===== src/rtl/afm_pkg.sv =====
package afm_pkg;

  // Out-of-range test for one channel: strictly below lo or strictly above hi.
  function automatic logic lvl_outside(input logic [7:0] lvl,
                                       input logic [7:0] lo,
                                       input logic [7:0] hi);
    logic below;
    logic above;
    below = (lvl < lo);
    above = (lvl > hi);
    return below | above;
  endfunction

  // New event: out of range now, in range at the previous sample.
  function automatic logic entry_edge(input logic now_out, input logic was_out);
    return now_out & ~was_out;
  endfunction

  // Next sticky-flag state: a set wins over a clear.
  function automatic logic flag_next(input logic cur, input logic set, input logic clr);
    return set | (cur & ~clr);
  endfunction

endpackage


===== src/rtl/afm_chan_cmp.sv =====
module afm_chan_cmp #(
  parameter int LVL_W = 5,
  parameter int THR_W = 5
) (
  input  logic             clk,
  input  logic             rst_n,
  input  logic [LVL_W-1:0] fill_lvl,
  input  logic [THR_W-1:0] thr_lo,
  input  logic [THR_W-1:0] thr_hi,
  output logic             out_now,
  output logic             rise,
  output logic             evt
);
  import afm_pkg::*;

  localparam int PADL = 8 - LVL_W;
  localparam int PADT = 8 - THR_W;

  logic was_out_q;

  always_comb begin
    out_now = lvl_outside({{PADL{1'b0}}, fill_lvl},
                          {{PADT{1'b0}}, thr_lo},
                          {{PADT{1'b0}}, thr_hi});
    rise    = entry_edge(out_now, was_out_q);
  end

  always_ff @(posedge clk) begin
    if (!rst_n) begin
      was_out_q <= 1'b0;
      evt       <= 1'b0;
    end else begin
      was_out_q <= out_now;
      evt       <= rise;
    end
  end

  // an event lasts a single cycle
  p_evt_single_r3: assert property (@(posedge clk) disable iff (!rst_n)
    evt |=> !evt);
  // an event follows an out-of-range sample
  p_evt_cause_r3: assert property (@(posedge clk) disable iff (!rst_n)
    evt |-> $past(out_now));

endmodule


===== src/rtl/afm_flag.sv =====
module afm_flag (
  input  logic clk,
  input  logic rst_n,
  input  logic set,
  input  logic clr,
  output logic flag
);
  import afm_pkg::*;

  always_ff @(posedge clk) begin
    if (!rst_n) flag <= 1'b0;
    else        flag <= flag_next(flag, set, clr);
  end

  // set forces the flag high next cycle
  p_flag_set_r4: assert property (@(posedge clk) disable iff (!rst_n)
    set |=> flag);
  // without a clear the flag holds
  p_flag_hold_r4: assert property (@(posedge clk) disable iff (!rst_n)
    (flag && !clr) |=> flag);
  // clear racing a set leaves the flag high
  p_flag_race_r5: assert property (@(posedge clk) disable iff (!rst_n)
    (clr && set) |=> flag);
  // clear without a set drops the flag
  p_flag_clr_r6: assert property (@(posedge clk) disable iff (!rst_n)
    (clr && !set) |=> !flag);

endmodule


===== src/rtl/afm_monitor.sv =====
module afm_monitor #(
  parameter int NUM_CH = 4,
  parameter int LVL_W  = 5,
  parameter int THR_W  = 5
) (
  input  logic                    clk,
  input  logic                    rst_n,
  input  logic [NUM_CH*LVL_W-1:0] fill_lvl_i,
  input  logic [THR_W-1:0]        thr_lo_i,
  input  logic [THR_W-1:0]        thr_hi_i,
  input  logic [NUM_CH-1:0]       flag_clr_i,
  output logic [NUM_CH-1:0]       thr_evt_o,
  output logic [NUM_CH-1:0]       thr_flag_o,
  output logic                    irq_o
);

  logic [NUM_CH-1:0] out_now_w;
  logic [NUM_CH-1:0] rise_w;

  for (genvar g = 0; g < NUM_CH; g++) begin : g_ch
    afm_chan_cmp #(.LVL_W(LVL_W), .THR_W(THR_W)) u_cmp (
      .clk      (clk),
      .rst_n    (rst_n),
      .fill_lvl (fill_lvl_i[g*LVL_W +: LVL_W]),
      .thr_lo   (thr_lo_i),
      .thr_hi   (thr_hi_i),
      .out_now  (out_now_w[g]),
      .rise     (rise_w[g]),
      .evt      (thr_evt_o[g])
    );

    afm_flag u_flag (
      .clk   (clk),
      .rst_n (rst_n),
      .set   (rise_w[g]),
      .clr   (flag_clr_i[g]),
      .flag  (thr_flag_o[g])
    );
  end

  assign irq_o = |thr_flag_o;

  // the interrupt only rises together with an event
  p_irq_rise_r7: assert property (@(posedge clk) disable iff (!rst_n)
    $rose(irq_o) |-> (thr_evt_o != '0));
  // the interrupt only falls after a clear strobe
  p_irq_fall_r6: assert property (@(posedge clk) disable iff (!rst_n)
    $fell(irq_o) |-> ($past(flag_clr_i) != '0));

endmodule


===== config.mk =====
export PLATFORM = sky130hd
export DESIGN_NAME = afm_monitor
export DESIGN_NICKNAME = d
export VERILOG_FILES = /design/src/rtl/afm_pkg.sv /design/src/rtl/afm_chan_cmp.sv /design/src/rtl/afm_flag.sv /design/src/rtl/afm_monitor.sv
export SDC_FILE = /design/constraint.sdc
export NUM_CORES = 1
export LEC_CHECK = 0
export ABC_AREA = 1
export CAP_MARGIN = 30
export CORE_MARGIN = 2
export CORE_UTILIZATION = 23
export CTS_CLUSTER_SIZE = 30
export DETAILED_ROUTE_END_ITERATION = 7
export HOLD_SLACK_MARGIN = 0.02
export SYNTH_ARGS = -nofsm -noshare
export SYNTH_HDL_FRONTEND = slang
export SYNTH_SLANG_ARGS = --single-unit

===== constraint.sdc =====
create_clock -name clk -period 1.7 [get_ports clk]
set_clock_uncertainty 0.15 [all_clocks]
set_input_delay 0.425 -clock clk [delete_from_list [all_inputs] [get_ports clk]]
set_output_delay 0.425 -clock clk [all_outputs]
set_load 0.03 [all_outputs]

==> flow_summary.ini, run 1 <==
[status]
outcome = completed

[routing]
wl_per_cell_um = 10.28
m1WireLength_mm = 1.573
wirelength_mm = 3.310
firstDrtPassIters = 4
drtAntennaViolNets = 0
route.detailed.drc = 0
highest_layer = met4
vias = 1300
wl_met2_mm = 1.554
wl_met3_um = 153
dr.first_iter.drc_count = 17
viasPerCell = 4.037

[placement]
dp_hpwl_mm = 2.837
place_ws_ns = -0.4188
portBuffers = 44
gp_congestion = 0.7619

[grt]
grt.overflow.total = 0
gr-usage-all-layers = 0.1033
grt_pass1_vias = 1277
grt_max_degree = 7
antenna_found_initial = 0
grt_pass1_wl_mm = 5.388

[setup_path]
crit_chain = dlygate4sd2_1 > inv_2 > buf_12 > ha_4 > nand2_1 > inv_1 > o21bai_1 > nand3_2 > nand2_1 > nand3_2 > nand2_1
max_stage_delay_ns = 0.24
endpoint_kind = flip-flop
startpoint_type = input pin
path_max_fanout = 4
crit_path_top_delay_cell = dlygate4sd2_1
path_class = input pin to flip-flop
cp_common_cell = nand2_1
crit_buf_inv = 4
path_delay_family = buffers and inverters
crit_arrival_ns = 1.63
cp.required_ns = 1.73

[pwr]
pwr-share-clk = 0.225
peakVddDrop_mv = 0.3357
p_seq_frac = 0.300
leakagePower_nw = 1.157
power_switching_uw = 383.0
switching_share = 0.3534
power_density_nw_per_um2 = 510.5
finalPower_mw = 1.084
p_comb_frac = 0.475
intPower_uw = 700.9

[clocking]
cts_tree = yes
cts_buffers = 3
holdBufCountCts = 0
cts_max_level = 1
cts_root_buffer = clkbuf_8
path_clk_slew_ns = 0.05
clk_latency_ns = 0.23
clock-sinks = 12
max-clock-path-buffers = 2

[synthesis]
syn_nets = 275
syn-cell-area_um2 = 1388
yosysWarnings = 0
syn_area_per_cell_um2 = 6.835
synth_area_leaders = ha_1 32%, dfxtp_1 17%, nand2_1 17%
syn_inst = 203
ys_ff_latch = 12
yosysUniqueCellTypes = 13
synth_top_area_frac = 0.3246
synth_area_leader_cell = ha_1
synth-seq-area-share = 0.1731

[floorplanning]
ios = 45
dieHeight_um = 81.67
die_area_um2 = 6670
dieWidth_um = 81.67
core-area_um2 = 5886
rows = 28
start_util = 0.2358

[layout]
fin_nets = 321
fillers = 641
num_antenna_cells = 0
syn_to_final_growth_pct = 53.02
drive_gt1_frac = 0.2065
fin_util = 0.3608

[timing]
finalSetupViolCount = 0
whs_ns = 0.3251
hold_violations = 0
drv_slew = 0
max_freq_mhz = 624.3
setup_ws_ns = 0.09810
fin_crit_ns = 1.602
min_period_over_period = 0.9423
worst_slew_pin_slew_ns = 0.2973
slew_headroom = 0.8026

[run]
max-cap-violations = 0

[hold_path]
hp-class = flip-flop to flip-flop
placed cells by master, fill, tap and decap left out:
cell,count
nand3_2,7
ha_1,23
buf_4,6
inv_2,6
clkdlybuf4s50_1,10
nor2_1,8
nand4_1,1
a21oi_1,11
nor2_2,4
nand3_1,5
dfxtp_1,12
nand2_1,56
a21oi_2,1
o21bai_1,4
buf_12,1
ha_4,13
dlymetal6s2s_1,3
inv_1,33
clkbuf_8,3
nand2_2,8
dlygate4sd2_1,30
inv_4,2
flip-flops by register name, indices dropped and copies added (netlist names):
signal / flops
g_ch.u_cmp.evt: 4
g_ch.u_flag.flag: 4
g_ch.u_cmp.was_out_q: 4
layer usage:
metal | global-route usage | vias to the layer above
li1 | - | 719
met1 | 0.1345 | 540
met2 | 0.1795 | 37
met3 | 0.01099 | 4
met4 | 0.03000 | 0
met5 | 0 | -
through the flow:
stage / setup TNS, ns / cell area (um^2) / cells
5_1_grt: -0.0003628 / 2123 / 322
2_1_floorplan: 0 / 1388 / 203
3_5_place_dp: -4.519 / 1886 / 318
3_3_place_gp: -4.191 / 1886 / 318
6_report: 0 / 2123 / 322
4_1_cts: 0 / 2093 / 321
cell type report:
cell class | instances | area [um^2] | area share
Multi-Input combinational cell | 141 | 1124 | 0.5292
Timing Repair Buffer | 50 | 465.4 | 0.2192
Sequential cell | 12 | 240.2 | 0.1131
Inverter | 41 | 158.9 | 0.07484
Tap cell | 75 | 93.84 | 0.04420
Clock buffer | 3 | 41.29 | 0.01945
Yosys cell counts:
cell type and instances:
nand2_1 64, inv_1 41, ha_1 36, a21oi_1 12, dfxtp_1 12, buf_4 8
nand3_1 8, nor2_1 8, nand3_2 4, nor2_2 4, o21bai_1 4, buf_6 1
nand4_1 1
timing repair:
action,CTS,global route
pin swaps,20,2
gates resized for setup,64,4
endpoints found under the setup margin,20,9
setup buffers,0,1
kinds of logic (layout without fill, tap and decap cells):
group                      Yosys count  count (layout)  synth area share
adders and majority gates           36              36            0.3246
buffers and inverters               50              94            0.1623
DFF                                 12              12            0.1731
AOI/OAI and AO/OA                   16              16           0.06493
and+or+nand+nor                     89              89            0.2750
worst reg2reg max path: stages, from the launching register on:
cell     delay (ns)
dfxtp_1        0.31
inv_1          0.05
nor2_1         0.09
nand2_1        0.06
nand2_1        0.05
power by group through the flow:
stage | logic (mW) | registers, mW | clock network [mW]
finish | 0.514 | 0.326 | 0.244
floorplan | 0.311 | 0.331 | 0
CTS | 0.510 | 0.326 | 0.254
global placement | 0.473 | 0.332 | 0
global route | 0.576 | 0.329 | 0.265
detailed placement | 0.484 | 0.333 | 0
worst paths after layout:
kind / endpoint / depth (start not counted) / slack (ns) / start
worst max register to register: g_ch[0].u_flag.flag$_SDFF_PN0_ / 4 / 0.93 / g_ch[0].u_flag.flag$_SDFF_PN0_
worst min-delay path: g_ch[0].u_cmp.evt$_SDFF_PN0_ / 3 / 0.33 / g_ch[0].u_cmp.was_out_q$_SDFF_PN0_
worst min register to register: g_ch[0].u_cmp.evt$_SDFF_PN0_ / 3 / 0.33 / g_ch[0].u_cmp.was_out_q$_SDFF_PN0_
worst max-delay path: g_ch[2].u_flag.flag$_SDFF_PN0_ / 11 / 0.1 / thr_lo_i[2]
Power figures use the tool's default switching activity.
==> run 2, diff against run 1 <==
Settings changed: CORE_UTILIZATION 23 to 45, PLACE_DENSITY set to 0.78.
==> run 2 against run 1 <==
Compared with the run above:
- count of clock-buffer cells in the layout stayed put
- power is 6.1% lower
- die area is 47% lower
- critical endpoint is now irq_o
- combinational power is 1% higher
- largest cell class unchanged
- via count is 1.9% lower
- sequential share of layout area is 0.16 points higher
- sequential cell count stayed put
==> flow_summary.ini, run 2 (synthesis results as in run 1) <==
[status]
outcome = completed

[grt]
grt.overflow.total = 0
grt_max_degree = 7
antenna_found_initial = 0
grt_pass1_vias = 1228
gr-usage-all-layers = 0.1810
grt_pass1_wl_mm = 4.961

[routing]
drtAntennaViolNets = 0
viasPerCell = 4.603
firstDrtPassIters = 4
route.detailed.drc = 0
dr.first_iter.drc_count = 13
vias = 1275
wirelength_mm = 3.100
wl_per_cell_um = 11.19

[layout]
fin_util = 0.6975
largestRegisters = g_ch.u_cmp.evt (4), g_ch.u_cmp.was_out_q (4), g_ch.u_flag.flag (4)
final_common_cell = nand2_1
syn_to_final_growth_pct = 50.95
fin_nets = 318
design_area_um2 = 2095
num_antenna_cells = 0
fillers = 256
mostFrequentLayoutCells = 55 x nand2_1, 33 x inv_1, 22 x ha_1
drive_gt1_frac = 0.2049

[floorplanning]
ios = 45
start_util = 0.4621
dieHeight_um = 59.53
die_area_um2 = 3544
dieWidth_um = 59.53
rows = 20
core-area_um2 = 3003

[placement]
dpl_cell_area_um2 = 1821
portBuffers = 44
gp_congestion = 0.8082
dp_hpwl_mm = 2.394

[hold_path]
hold-path-cell-count = 3
hp-class = flip-flop to flip-flop

[setup_path]
max_stage_delay_ns = 0.36
crit_buf_inv = 2
endpoint_kind = primary output
startpoint_type = flip-flop
cp.required_ns = 1.12
crit_arrival_ns = 1.09
cp.depth = 3
crit_path_top_delay_cell = clkdlybuf4s15_1
path_class = flip-flop to primary output
crit_chain = inv_1 > nand4_1 > clkdlybuf4s15_1
path_max_fanout = 2
reg2reg_depth = 4
path_delay_family = buffers and inverters

[clocking]
clock-sinks = 12
holdBufCountCts = 0
cts_max_level = 1
cts_setup_buffers = 0
cts_buffers = 3
cts_root_buffer = clkbuf_4
cts_tree = yes
max-clock-path-buffers = 2
clk_latency_ns = 0.27
path_clk_slew_ns = 0.07

[timing]
slew_headroom = 0.8006
worst_slew_pin_slew_ns = 0.3004
finalSetupViolCount = 0
min_period_over_period = 0.9769
fin_crit_ns = 1.661
drv_slew = 0
hold_violations = 0
max_freq_mhz = 602.2

[pwr]
finalPower_mw = 1.018
leakagePower_nw = 1.220
peakVddDrop_mv = 0.1772
power_density_nw_per_um2 = 486.1

[run]
max-cap-violations = 0
[run 2: path summary, 6_finish.rpt]
kind,end,from,slack [ns]
max reg2reg,g_ch[3].u_flag.flag$_SDFF_PN0_,g_ch[3].u_flag.flag$_SDFF_PN0_,0.93
max,irq_o,g_ch[3].u_flag.flag$_SDFF_PN0_,0.04
min reg2reg,g_ch[3].u_cmp.evt$_SDFF_PN0_,g_ch[3].u_cmp.was_out_q$_SDFF_PN0_,0.34
min,g_ch[3].u_cmp.evt$_SDFF_PN0_,g_ch[3].u_cmp.was_out_q$_SDFF_PN0_,0.34
[run 2: stage by stage]
stage               worst slack [ns]  hold WS, ns   TNS (ns)  instances
floorplan                     0.2085       0.3100          0        203
global placement             -0.3741       0.3187     -4.086        274
detailed placement           -0.3917       0.3273     -4.309        274
CTS                         -0.03542       0.3381    -0.1219        277
global route               -0.003243       0.3591  -0.003243        277
finish                       0.03929       0.3403          0        277
[run 2: repair_timing]
| item | CTS | global route |
|---|---|---|
| pin swaps | 20 | 17 |
| endpoints found under the setup margin | 21 | 12 |
| resized for setup | 42 | 30 |
[run 2: worst reg2reg max path, stage by stage, from the launching register on]
cell,delay (ns)
dfxtp_1,0.32
inv_1,0.05
nor2_1,0.08
nand2_1,0.06
nand2_1,0.06
[run 2: power breakdown]
group	leakage (nW)	total (mW)	internal [mW]	switching [mW]
sequential	0.100	0.326	0.316	0.00995
clock	0.0138	0.171	0.0822	0.0891
combinational	1.11	0.521	0.234	0.287
[run 2: routing by layer]
layer | part of all wire | wire length (um) | vias up | track usage
met3 | 0.045 | 141 | 5 | 0.01310
li1 | - | - | 710 | -
met5 | 0 | 0 | - | 0
met2 | 0.50 | 1561 | 35 | 0.3516
met1 | 0.44 | 1351 | 525 | 0.2055
met4 | 0.015 | 45 | 0 | 0.05714
[run 2: area by class of cell]
type | instances | area [um^2] | area share
Clock buffer | 3 | 22.52 | 0.01075
Inverter | 41 | 156.4 | 0.07467
Multi-Input combinational cell | 141 | 1155 | 0.5514
Sequential cell | 12 | 240.2 | 0.1147
Tap cell | 33 | 41.29 | 0.01971
Timing Repair Buffer | 47 | 479.2 | 0.2288
==> run 3, diff against run 2 <==
Settings changed: SKIP_LAST_GASP set to 1.
==> results of run 3 <==
The final DEF is identical to that of run 2; final timing and power are the same.
